--- src/rtl/ct_trim_pkg.sv ---
// Package: shared types for the crystal trim compensator.
// Assumes a 4-bit signed-magnitude trim code with two zero magnitudes.
package ct_trim_pkg;

    typedef struct packed {
        logic       neg;   // 1 = slow the tick down (insert counts)
        logic [2:0] mag;   // effective magnitude, 0..6 steps
    } trim_t;

    // Map a raw code to sign and effective magnitude; 0 and 7 give none.
    function automatic trim_t decode_trim(input logic [3:0] code);
        trim_t t;
        t.neg = code[3];
        t.mag = (code[2:0] == 3'd7) ? 3'd0 : code[2:0];
        return t;
    endfunction

endpackage

--- src/rtl/ct_trim_decode.sv ---
// Trim decoder: splits the raw trim code into sign and effective step count.
// Assumes nothing about timing; purely combinational.
module ct_trim_decode
    import ct_trim_pkg::*;
(
    input  logic [3:0] code_i,
    output trim_t      trim_o
);

    // Decode sign and clamp the unused magnitude to zero.
    always_comb begin
        trim_o = decode_trim(code_i);
    end

endmodule

--- src/rtl/ct_corr_accum.sv ---
// Correction accumulator: holds the fractional count owed to the divider.
// On each interval boundary it captures the code sign and adds mag*STEP_NUM;
// each applied adjustment removes STEP_DEN. A sign change clears the fraction.
// Assumes all owed whole counts are applied before the next boundary.
module ct_corr_accum
    import ct_trim_pkg::*;
#(
    parameter int STEP_NUM = 32768,
    parameter int STEP_DEN = 10000,
    parameter int ACC_W    = 18
) (
    input  logic             clk,
    input  logic             rst_n,
    input  logic             load_i,
    input  trim_t            trim_i,
    input  logic             adj_i,
    output logic             pend_o,
    output logic             neg_o,
    output logic [ACC_W-1:0] acc_o
);

    logic [ACC_W-1:0] acc_q;
    logic [ACC_W-1:0] acc_base;
    logic             neg_q;

    // Choose the starting fraction for a load: kept, or cleared on sign change.
    always_comb begin
        acc_base = (trim_i.neg != neg_q) ? '0 : acc_q;
    end

    // Load at the boundary, subtract one whole count per adjustment.
    always_ff @(posedge clk) begin
        if (!rst_n) begin
            acc_q <= '0;
            neg_q <= 1'b0;
        end else if (load_i) begin
            neg_q <= trim_i.neg;
            acc_q <= acc_base + ACC_W'(STEP_NUM) * ACC_W'(trim_i.mag);
        end else if (adj_i) begin
            acc_q <= acc_q - ACC_W'(STEP_DEN);
        end
    end

    assign pend_o = (acc_q >= ACC_W'(STEP_DEN));
    assign neg_o  = neg_q;
    assign acc_o  = acc_q;

endmodule

--- src/rtl/ct_div_chain.sv ---
// Divider chain: prescaler, sub-second counter and interval counter.
// At prescaler count ADJ_PT a pending adjustment either jumps the prescaler
// by two (skip) or holds it one cycle (insert); at most one per prescaler
// cycle. Registers the second tick and the half-duty calibration wave.
// Assumes PRE_DIV >= 4 and SUB_DIV >= 2.
module ct_div_chain #(
    parameter int PRE_DIV    = 256,
    parameter int SUB_DIV    = 128,
    parameter int INTERVAL_S = 10,
    parameter int PRE_W      = $clog2(PRE_DIV)
) (
    input  logic             clk,
    input  logic             rst_n,
    input  logic             pend_i,
    input  logic             neg_i,
    output logic             skip_o,
    output logic             ins_o,
    output logic             bnd_o,
    output logic [PRE_W-1:0] pre_o,
    output logic             tick_o,
    output logic             cal_o
);

    localparam int SUB_W  = $clog2(SUB_DIV);
    localparam int DEC_W  = $clog2(INTERVAL_S);
    localparam int HALF   = SUB_DIV / 2;
    localparam int ADJ_PT = 1;

    logic [PRE_W-1:0] pre_q, pre_n;
    logic [SUB_W-1:0] sub_q, sub_n;
    logic [DEC_W-1:0] dec_q, dec_n;
    logic             held_q;
    logic             tick_q, cal_q;
    logic             at_adj, pre_last, sub_last, sec_wrap, bnd;

    // Decode the counter positions and the adjustment strobes.
    always_comb begin
        at_adj   = (pre_q == PRE_W'(ADJ_PT));
        pre_last = (pre_q == PRE_W'(PRE_DIV - 1));
        sub_last = (sub_q == SUB_W'(SUB_DIV - 1));
        sec_wrap = pre_last && sub_last;
        bnd      = sec_wrap && (dec_q == DEC_W'(INTERVAL_S - 1));
        ins_o    = pend_i && neg_i && at_adj && !held_q;
        skip_o   = pend_i && !neg_i && at_adj;
    end

    // Next prescaler value: hold, jump by two, wrap or count.
    always_comb begin
        if (ins_o)         pre_n = pre_q;
        else if (skip_o)   pre_n = pre_q + PRE_W'(2);
        else if (pre_last) pre_n = '0;
        else               pre_n = pre_q + PRE_W'(1);
    end

    // Next sub-second and interval counts, advanced on the lower stage wrap.
    always_comb begin
        sub_n = sub_q;
        dec_n = dec_q;
        if (pre_last) sub_n = sub_last ? '0 : sub_q + SUB_W'(1);
        if (sec_wrap) dec_n = (dec_q == DEC_W'(INTERVAL_S - 1)) ? '0 : dec_q + DEC_W'(1);
    end

    // Chain registers and registered outputs.
    always_ff @(posedge clk) begin
        if (!rst_n) begin
            pre_q  <= '0;
            sub_q  <= '0;
            dec_q  <= '0;
            held_q <= 1'b0;
            tick_q <= 1'b0;
            cal_q  <= 1'b1;
        end else begin
            pre_q  <= pre_n;
            sub_q  <= sub_n;
            dec_q  <= dec_n;
            held_q <= ins_o;
            tick_q <= sec_wrap;
            cal_q  <= (sub_n < SUB_W'(HALF));
        end
    end

    assign bnd_o  = bnd;
    assign pre_o  = pre_q;
    assign tick_o = tick_q;
    assign cal_o  = cal_q;

endmodule

--- src/rtl/crystal_trim.sv ---
// Top: crystal digital trim compensator. Decodes the trim code, keeps the
// fractional correction owed, and drives the divider chain that produces the
// corrected second tick and calibration wave. Code changes apply from the
// next ten-second boundary. Defaults give 10 ppm per step at 32.768 kHz.
module crystal_trim #(
    parameter int PRE_DIV    = 256,
    parameter int SUB_DIV    = 128,
    parameter int INTERVAL_S = 10,
    parameter int STEP_NUM   = 32768,
    parameter int STEP_DEN   = 10000
) (
    input  logic       clk_32k,
    input  logic       rst_n,
    input  logic [3:0] trim_code,
    output logic       tick_1hz,
    output logic       cal_1hz
);
    import ct_trim_pkg::*;

    localparam int ACC_W = $clog2(STEP_DEN + 7 * STEP_NUM + 1);
    localparam int PRE_W = $clog2(PRE_DIV);

    trim_t            trim_dec;
    logic             pend, neg_lat;
    logic             adj_skip, adj_ins, int_bnd;
    logic [ACC_W-1:0] acc_val;
    logic [PRE_W-1:0] pre_val;

    ct_trim_decode u_dec (
        .code_i (trim_code),
        .trim_o (trim_dec)
    );

    ct_corr_accum #(
        .STEP_NUM (STEP_NUM),
        .STEP_DEN (STEP_DEN),
        .ACC_W    (ACC_W)
    ) u_acc (
        .clk    (clk_32k),
        .rst_n  (rst_n),
        .load_i (int_bnd),
        .trim_i (trim_dec),
        .adj_i  (adj_skip | adj_ins),
        .pend_o (pend),
        .neg_o  (neg_lat),
        .acc_o  (acc_val)
    );

    ct_div_chain #(
        .PRE_DIV    (PRE_DIV),
        .SUB_DIV    (SUB_DIV),
        .INTERVAL_S (INTERVAL_S),
        .PRE_W      (PRE_W)
    ) u_div (
        .clk    (clk_32k),
        .rst_n  (rst_n),
        .pend_i (pend),
        .neg_i  (neg_lat),
        .skip_o (adj_skip),
        .ins_o  (adj_ins),
        .bnd_o  (int_bnd),
        .pre_o  (pre_val),
        .tick_o (tick_1hz),
        .cal_o  (cal_1hz)
    );

endmodule

--- config.mk ---
export PLATFORM = sky130hd
export DESIGN_NAME = crystal_trim
export DESIGN_NICKNAME = d
export VERILOG_FILES = /design/src/rtl/ct_trim_pkg.sv /design/src/rtl/ct_trim_decode.sv /design/src/rtl/ct_corr_accum.sv /design/src/rtl/ct_div_chain.sv /design/src/rtl/crystal_trim.sv
export SDC_FILE = /design/constraint.sdc
export NUM_CORES = 1
export LEC_CHECK = 0
export ABC_AREA = 0
export ABC_CLOCK_PERIOD_IN_PS = 2900
export CORE_ASPECT_RATIO = 1.75
export CORE_MARGIN = 1
export CORE_UTILIZATION = 40
export CTS_CLUSTER_SIZE = 20
export DETAILED_ROUTE_END_ITERATION = 8
export SETUP_SLACK_MARGIN = 0.02
export SLEW_MARGIN = 10
export SYNTH_ARGS = -nofsm -noshare
export SYNTH_HDL_FRONTEND = slang
export SYNTH_SLANG_ARGS = --single-unit
--- constraint.sdc ---
create_clock -name clk_32k -period 2.9 [get_ports clk_32k]
set_clock_uncertainty 0.15 [all_clocks]
set_input_delay 0.29 -clock clk_32k [delete_from_list [all_inputs] [get_ports clk_32k]]
set_output_delay 0.29 -clock clk_32k [all_outputs]
set_load 0.02 [all_outputs]
* Word-level counts from Yosys, hierarchy flattened
Index checks and enable logic that the tools add are counted.
Cells by class: $mul 0, reduce and logical (&&, ||, !) cells 10, bitwise logic cells 1, add/subtract/negate cells 6, shifts and indexed selects 0, equality and inequality tests 6, div/mod/pow operators 0, $lt $le $gt $ge 2, muxes and demuxes 9
Operators with widths (number):
- two-way mux 18 bit | 3
- adder 18 bit | 1
- >= comparator 18 x 14 -> 1 bit (second input constant) | 1
- subtractor 18 x 14 -> 18 bit (second input constant) | 1
- two-way mux 8 bit | 2
- two-way mux 7 bit | 2
- adder 8 x 1 -> 8 bit (second input constant) | 1
- adder 8 x 2 -> 8 bit (second input constant) | 1
- == test 8 x 1 -> 1 bit (second input constant) | 1
- == test 8 bit (second input constant) | 1
- adder 7 x 1 -> 7 bit (second input constant) | 1
- == test 7 bit (second input constant) | 1
- logical AND 1 bit | 7
- less-than comparator 7 bit (second input constant) | 1
- adder 4 x 1 -> 4 bit (second input constant) | 1
- == test 4 bit (second input constant) | 1
- two-way mux 4 bit | 1
- == test 3 bit (second input constant) | 1
- two-way mux 3 bit | 1
- zero test 1 bit | 2
- nonzero test 2 bit | 1
- != test 1 bit | 1
- bitwise OR 1 bit | 1
Word-level totals: memories 0, bits in writable memories 0, register bits after elaboration 41, output and inout port bits 2, word-level logic and storage cells 42, latch bits 0, bits in read-only memories 0

* Depth between registers and ports, before layout
depth after elaboration 7, depth in mapped cells 9

* Hierarchy
From an unflattened synthesis, not the netlist that was laid out.
Unflattened totals: cells, all modules 244, area total of the unflattened synthesis 2109.5 µm²
By module, submodules not included:
- ct_div_chain | cells each 119, seq. area each 440.4 µm², times used 1, area each 1071.0 µm²
- ct_corr_accum | cells each 120, seq. area each 300.3 µm², times used 1, area each 1002.2 µm²
- ct_trim_decode | cells each 4, seq. area each 0.0 µm², times used 1, area each 30.0 µm²
- crystal_trim | cells each 1, seq. area each 0.0 µm², times used 1, area each 6.3 µm²

* Least setup slack after synthesis
Ideal clock, no wire load.
kind register -> register, start register u_acc.acc_q[4], in the netlist u_acc.acc_o[4], end register u_acc.acc_q[11], in the netlist u_acc.acc_o[11], library setup time 0.070 ns, arrival 2.031 ns, setup slack 0.649 ns, buffers on the path 1, cell stages (with the launch flop) 9, required time 2.680 ns, cells stage by stage dfxtp_1 > inv_1 > ha_1 > or3b_2 > o21bai_2 > a21o_1 > buf_2 > o211ai_1 > a21oi_1
On the way: cells in the longest elaborated chain, start to end 6, elaborated cells between the ends (all ways) 13, those cells by class add/sub: 2; order compare: 1; mux: 3; bitwise: 1; reduce/logical: 6
Ends and longest elaborated chain:
- from (decl) | line ct_corr_accum.sv:22 | logic [ACC_W-1:0] acc_q;
- from (signal assigned) | line ct_corr_accum.sv:38 | acc_q <= acc_base + ACC_W'(STEP_NUM) * ACC_W'(trim_i.mag);
- from (signal assigned) | line ct_corr_accum.sv:40 | acc_q <= acc_q - ACC_W'(STEP_DEN);
- >= comparator 18 x 14 -> 1 bit | line ct_corr_accum.sv:44 | assign pend_o = (acc_q >= ACC_W'(STEP_DEN));
- logical AND 1 bit (3 in series) | line ct_div_chain.sv:43 | ins_o = pend_i && neg_i && at_adj && !held_q;
- bitwise OR 1 bit | line crystal_trim.sv:43 | .adj_i (adj_skip | adj_ins),
- nonzero test 2 bit (no source line)
Several ways; a longest one is shown, not always the timed one. The select of a mux whose other input is x is not followed. A chain may end at the register's enable or synchronous reset.

* Worst setup path in the final report
start register u_div.pre_q[1], in the netlist u_div.pre_o[1], end register u_acc.acc_q[13], in the netlist u_acc.acc_o[13]
On the way: cells in the longest elaborated chain, start to end 5, elaborated cells between the ends (all ways) 10, those cells by class eq/ne: 2; mux: 1; bitwise: 1; reduce/logical: 6
Ends and longest elaborated chain:
- from (decl) | line ct_div_chain.sv:29 | logic [PRE_W-1:0] pre_q, pre_n;
- from (signal assigned) | line ct_div_chain.sv:73 | pre_q <= pre_n;
- == test 8 x 1 -> 1 bit | line ct_div_chain.sv:38 | at_adj = (pre_q == PRE_W'(ADJ_PT));
- logical AND 1 bit (2 in series) | line ct_div_chain.sv:43
- bitwise OR 1 bit | line crystal_trim.sv:43
- nonzero test 2 bit (no source line)
Several ways; a longest one is shown, not always the timed one.

==> tab_implementation.tex <==
\begin{tabular}{lr}
\hline
Metric & Value \\
\hline
\multicolumn{2}{l}{\textbf{Outcome}} \\
\quad Result of the run & complete, but fails checks \\
\quad Violations in the final reports & design-rule violations \\
\multicolumn{2}{l}{\textbf{Setup path}} \\
\quad Worst path required time & slightly below 3000 ps \\
\quad Endpoint class of the critical path & register \\
\quad Worst path slowest cell & sky130\_fd\_sc\_hd\_\_or4b\_4 \\
\quad Delay of the slowest critical-path stage & 480 ps \\
\quad Chain of cells forming the critical path & inv\_1, ha\_1, or4b\_4, a211o\_4, a21o\_1, or2\_0, a311oi\_1 \\
\quad Highest fanout seen on the critical path & 14 \\
\quad Startpoint type of the worst setup path & register \\
\quad Arrival @ worst endpoint & 2560 ps \\
\quad Delay-heaviest family, CP & compound AO/OA/AOI/OAI gates \\
\quad Worst Reg-to-Reg Cells & 7 \\
\quad Crit path depth & 7 \\
\quad Total buffers and inverters traversed by the critical path & 1 \\
\quad Crit path kind & register to register \\
\multicolumn{2}{l}{\textbf{STA}} \\
\quad Number of setup violations in the final report & 0 \\
\quad Final count of hold timing violations & 0 \\
\quad Final worst path period share & between 80\% and 90\% \\
\quad Worst Max-Slew Pin Slew & roughly 820 ps \\
\quad Final period demand of the worst path & between 2000 and 3000 ps \\
\quad FMAX & between 300 and 400 MHz \\
\quad Relative slew slack & between 40 and 50\% \\
\quad Setup TNS & 0 ps \\
\quad Max-slew violations & 0 \\
\quad Final worst slack & approximately 380 ps \\
\quad RSZ-0062 raised after global routing & false \\
\multicolumn{2}{l}{\textbf{Placement}} \\
\quad Half-perimeter wire length after detailed placement & between 3000 and 4000 um \\
\quad Placer's final routability congestion estimate & between 0.8 and 0.9 \\
\quad Worst slack after detailed placement & 395 ps \\
\quad Inst Count DP & between 300 and 400 \\
\quad Count of buffers from port buffering & 7 \\
\multicolumn{2}{l}{\textbf{Finish}} \\
\quad Number of nets in the layout & around 280 \\
\quad \# diodes & 0 \\
\quad Share of final-layout standard cells stronger than drive strength 1 & 10.6\% \\
\quad Multi-input gate area & roughly 1300 um2 \\
\quad Final Non-Filler Cells & 318 \\
\quad Final design utilization & a little under half \\
\quad Register cell area after layout & $\sim$740 um2 \\
\quad Number of filler instances in the final layout & roughly 500 \\
\quad Area added between synthesis and finish & 12.5\% \\
\multicolumn{2}{l}{\textbf{Synth}} \\
\quad Leading post-synthesis cells by cell area & sky130\_fd\_sc\_hd\_\_dfxtp\_1 35\%, sky130\_fd\_sc\_hd\_\_a21oi\_1 5.7\%, sky130\_fd\_sc\_hd\_\_ha\_1 4.1\%, sky130\_fd\_sc\_hd\_\_xnor2\_1 4.1\%, sky130\_fd\_sc\_hd\_\_o21ai\_0 3.8\% \\
\quad Syn Inst Count & roughly 250 \\
\quad Average size of a mapped cell & roughly 8.5 um2 \\
\quad FFs w/ async S/R, synth & 0\% \\
\quad Synthesized net count & 262 \\
\quad Netlist Area Pre-Place & roughly 2100 um2 \\
\quad Area leader, netlist & sky130\_fd\_sc\_hd\_\_dfxtp\_1 \\
\quad Most frequent cell after synthesis & sky130\_fd\_sc\_hd\_\_dfxtp\_1 \\
\quad Post-synthesis sequential area ratio & 35.0\% \\
\quad Number of unique standard cell types used by synthesis & 55 \\
\quad Register bit count reported by yosys & 37 \\
\quad Yosys top cell area share & between 30\% and 40\% \\
\quad EDFF count, synth & 0 \\
\quad Yosys synthesis warning count & 0 \\
\quad Most frequently used flop master after synthesis & sky130\_fd\_sc\_hd\_\_dfxtp\_1 \\
\quad Most instantiated cells after synthesis & 37 x sky130\_fd\_sc\_hd\_\_dfxtp\_1, 24 x sky130\_fd\_sc\_hd\_\_a21oi\_1, 20 x sky130\_fd\_sc\_hd\_\_nand2\_1, 20 x sky130\_fd\_sc\_hd\_\_nor2\_1, 16 x sky130\_fd\_sc\_hd\_\_o21ai\_0 \\
\multicolumn{2}{l}{\textbf{Pwr}} \\
\quad Power spent charging and discharging nets & about 0.00060 W \\
\quad Maximum ir drop on the vdd rail & approximately 0.4 mV \\
\quad Cell leakage power & roughly 0.82 nW \\
\quad Cell internal power dissipation & 0.00107 W \\
\quad Fraction of power consumed by combinational cells & between 30\% and 40\% \\
\quad Share of total power in the clock network & 23.9\% \\
\quad Net Sw Frac & a little over a third \\
\quad Power density over the cells & roughly 700 nW/um2 \\
\quad Overall Power & 0.00167 W \\
\quad Reg power frac & approximately two fifths \\
\multicolumn{2}{l}{\textbf{Floorplanning}} \\
\quad Die Area & 5600 um2 \\
\quad Starting utilization of the core area & between 40\% and 50\% \\
\quad Die extent in x & 57.0 um \\
\quad Row Count & 34 \\
\quad Area of the core region & 5020 um2 \\
\quad Die boundary height & approximately 100 um \\
\quad \# IOs & 8 \\
\multicolumn{2}{l}{\textbf{Global route}} \\
\quad First-pass GRT wire length & roughly 8000 um \\
\quad Global router's overall resource usage & between 15 and 20\% \\
\quad Largest net degree at the start of global routing & 25 \\
\quad Sum of overflow across all layers after global routing & 0 \\
\quad Antenna violations before repair & 0 \\
\quad Vias in the first global route & roughly 1800 \\
\multicolumn{2}{l}{\textbf{Min path}} \\
\quad Path category of the worst min-delay check & register to register \\
\quad Cell count of the worst hold path & 2 \\
\multicolumn{2}{l}{\textbf{Run}} \\
\quad \# Max-Cap Violations & 0 \\
\multicolumn{2}{l}{\textbf{Route}} \\
\quad Routed wire length & roughly 4600 um \\
\quad DRC & 4 \\
\quad Routed wirelength normalized by instance count & around 14 um \\
\quad Mean number of vias per cell & $\sim$5.7 \\
\quad Initial drt markers & 110 \\
\quad Remaining antenna violation count & 0 \\
\quad Total number of vias & approximately 1800 \\
\quad Router iterations before antenna repair & 6 \\
\multicolumn{2}{l}{\textbf{Clock network}} \\
\quad Buffers inserted during post-CTS setup optimization & 0 \\
\quad Post-CTS Hold Fix Bufs & 0 \\
\quad Maximum clock insertion buffer count & 2 \\
\quad Count of cells resized by post-cts repair & 0 \\
\quad CTS tree & done \\
\quad Number of buffers created by CTS & 5 \\
\quad Insertion delay to the later sink of the worst-skew pair & around 290 ps \\
\quad Htree depth & 2 \\
\quad Clk slew on worst S/H paths & $\sim$70 ps \\
\quad Total clock sinks & 37 \\
\quad Root Driver & sky130\_fd\_sc\_hd\_\_clkbuf\_8 \\
\hline
\end{tabular}
==> per-layer routing <==
metal  routed length, um  track usage (%)  up-vias
li1                    -                -      929
met1                1830             18.2      855
met2                2510             34.4       22
met3                  85             3.18       13
met4                 136             9.76        0
met5                   0                0        -
==> worst reg2reg max path, delay by kind of cell (launching register included) <==
family	cells	cell delay [ps]
flip-flops	1	350
buffers and inverters	1	80
AO/OA/AOI/OAI	3	950
adder cells (fa/ha/maj)	1	130
AND/OR/NAND/NOR	2	760
==> sequential cells by signal, summed over array words and instances (netlist names) <==
register and cells:
u_div.sub_q 7, u_acc.acc_o 14, u_div.dec_q 4, u_div.held_q 1, u_acc.neg_o 1, u_div.cal_o 1, u_div.pre_o 8, u_div.tick_o 1
==> kinds of logic (layout without fill, tap and decap cells) <==
kind of cell / count (synthesis) / in the layout / share of synthesized area, %
adder cells (fa/ha/maj): 8 / 8 / 5.09
AND/OR/NAND/NOR: 98 / 98 / 25.6
multiplexers: 2 / 2 / 0.946
XOR/XNOR: 16 / 16 / 6.62
flip-flops: 37 / 37 / 35.0
AO/OA/AOI/OAI: 71 / 71 / 23.7
buffers and inverters: 16 / 32 / 3.07
==> power by group through the flow <==
stage	Sequential (W)	Clock (W)	Combinational, W
global route	0.000653	0.000437	0.000695
CTS	0.000640	0.000411	0.000632
detailed placement	0.000651	0	0.000628
finish	0.000641	0.000399	0.000629
global placement	0.000650	0	0.000621
floorplan	0.000630	0	0.000459
==> cell type report <==
cell class,count,share of cell area [%]
repair buffers,14,5.15
inverters,10,1.58
clock buffers,7,4.05
flip-flops and latches,37,31.1
multi-input cells,195,55.0
clock inverters,1,0.210
well taps,54,2.84
==> per-stage QoR <==
| step | cell area [um2] | hold slack, ps |
|---|---|---|
| detailed placement | 2280 | 330 |
| global placement | 2280 | 325 |
| floorplan | 2120 | 262 |
| CTS | 2380 | 337 |
| global route | 2380 | 369 |
| finish | 2380 | 337 |
==> cells in the final DEF (no fill, tap or decap), types with 2 or more instances in the layout <==
master,n
sky130_fd_sc_hd__xor2_1,6
sky130_fd_sc_hd__a21boi_0,3
sky130_fd_sc_hd__a211oi_1,4
sky130_fd_sc_hd__or3_1,8
sky130_fd_sc_hd__dfxtp_1,37
sky130_fd_sc_hd__a21oi_1,24
sky130_fd_sc_hd__nor2b_1,2
sky130_fd_sc_hd__nor3_1,4
sky130_fd_sc_hd__clkdlybuf4s50_1,7
sky130_fd_sc_hd__nand3_1,14
sky130_fd_sc_hd__nand4_1,4
sky130_fd_sc_hd__a2111oi_4,2
sky130_fd_sc_hd__o211ai_1,3
sky130_fd_sc_hd__inv_1,10
sky130_fd_sc_hd__ha_1,7
sky130_fd_sc_hd__clkbuf_8,7
sky130_fd_sc_hd__mux2i_1,2
sky130_fd_sc_hd__nor3b_1,2
sky130_fd_sc_hd__o21ai_0,16
sky130_fd_sc_hd__and2_1,5
sky130_fd_sc_hd__a311oi_1,2
sky130_fd_sc_hd__nand2b_1,2
sky130_fd_sc_hd__o2111ai_1,2
sky130_fd_sc_hd__xnor2_1,10
sky130_fd_sc_hd__nand4b_1,2
sky130_fd_sc_hd__buf_4,7
sky130_fd_sc_hd__nand2_1,20
sky130_fd_sc_hd__o21a_1,2
sky130_fd_sc_hd__nor4_2,2
sky130_fd_sc_hd__a21o_1,3
sky130_fd_sc_hd__nor2_1,20
==> path summary, 6_finish.rpt <==
kind	from	endpoint	slack, ps
hold / removal	u_div.pre_o[7]	u_div.pre_o[7]	340
setup reg to reg	u_div.pre_o[1]	u_acc.acc_o[13]	380
setup / recovery	u_div.pre_o[1]	u_acc.acc_o[13]	380
hold reg to reg	u_div.pre_o[7]	u_div.pre_o[7]	340
(Power assumes the default switching activity.)
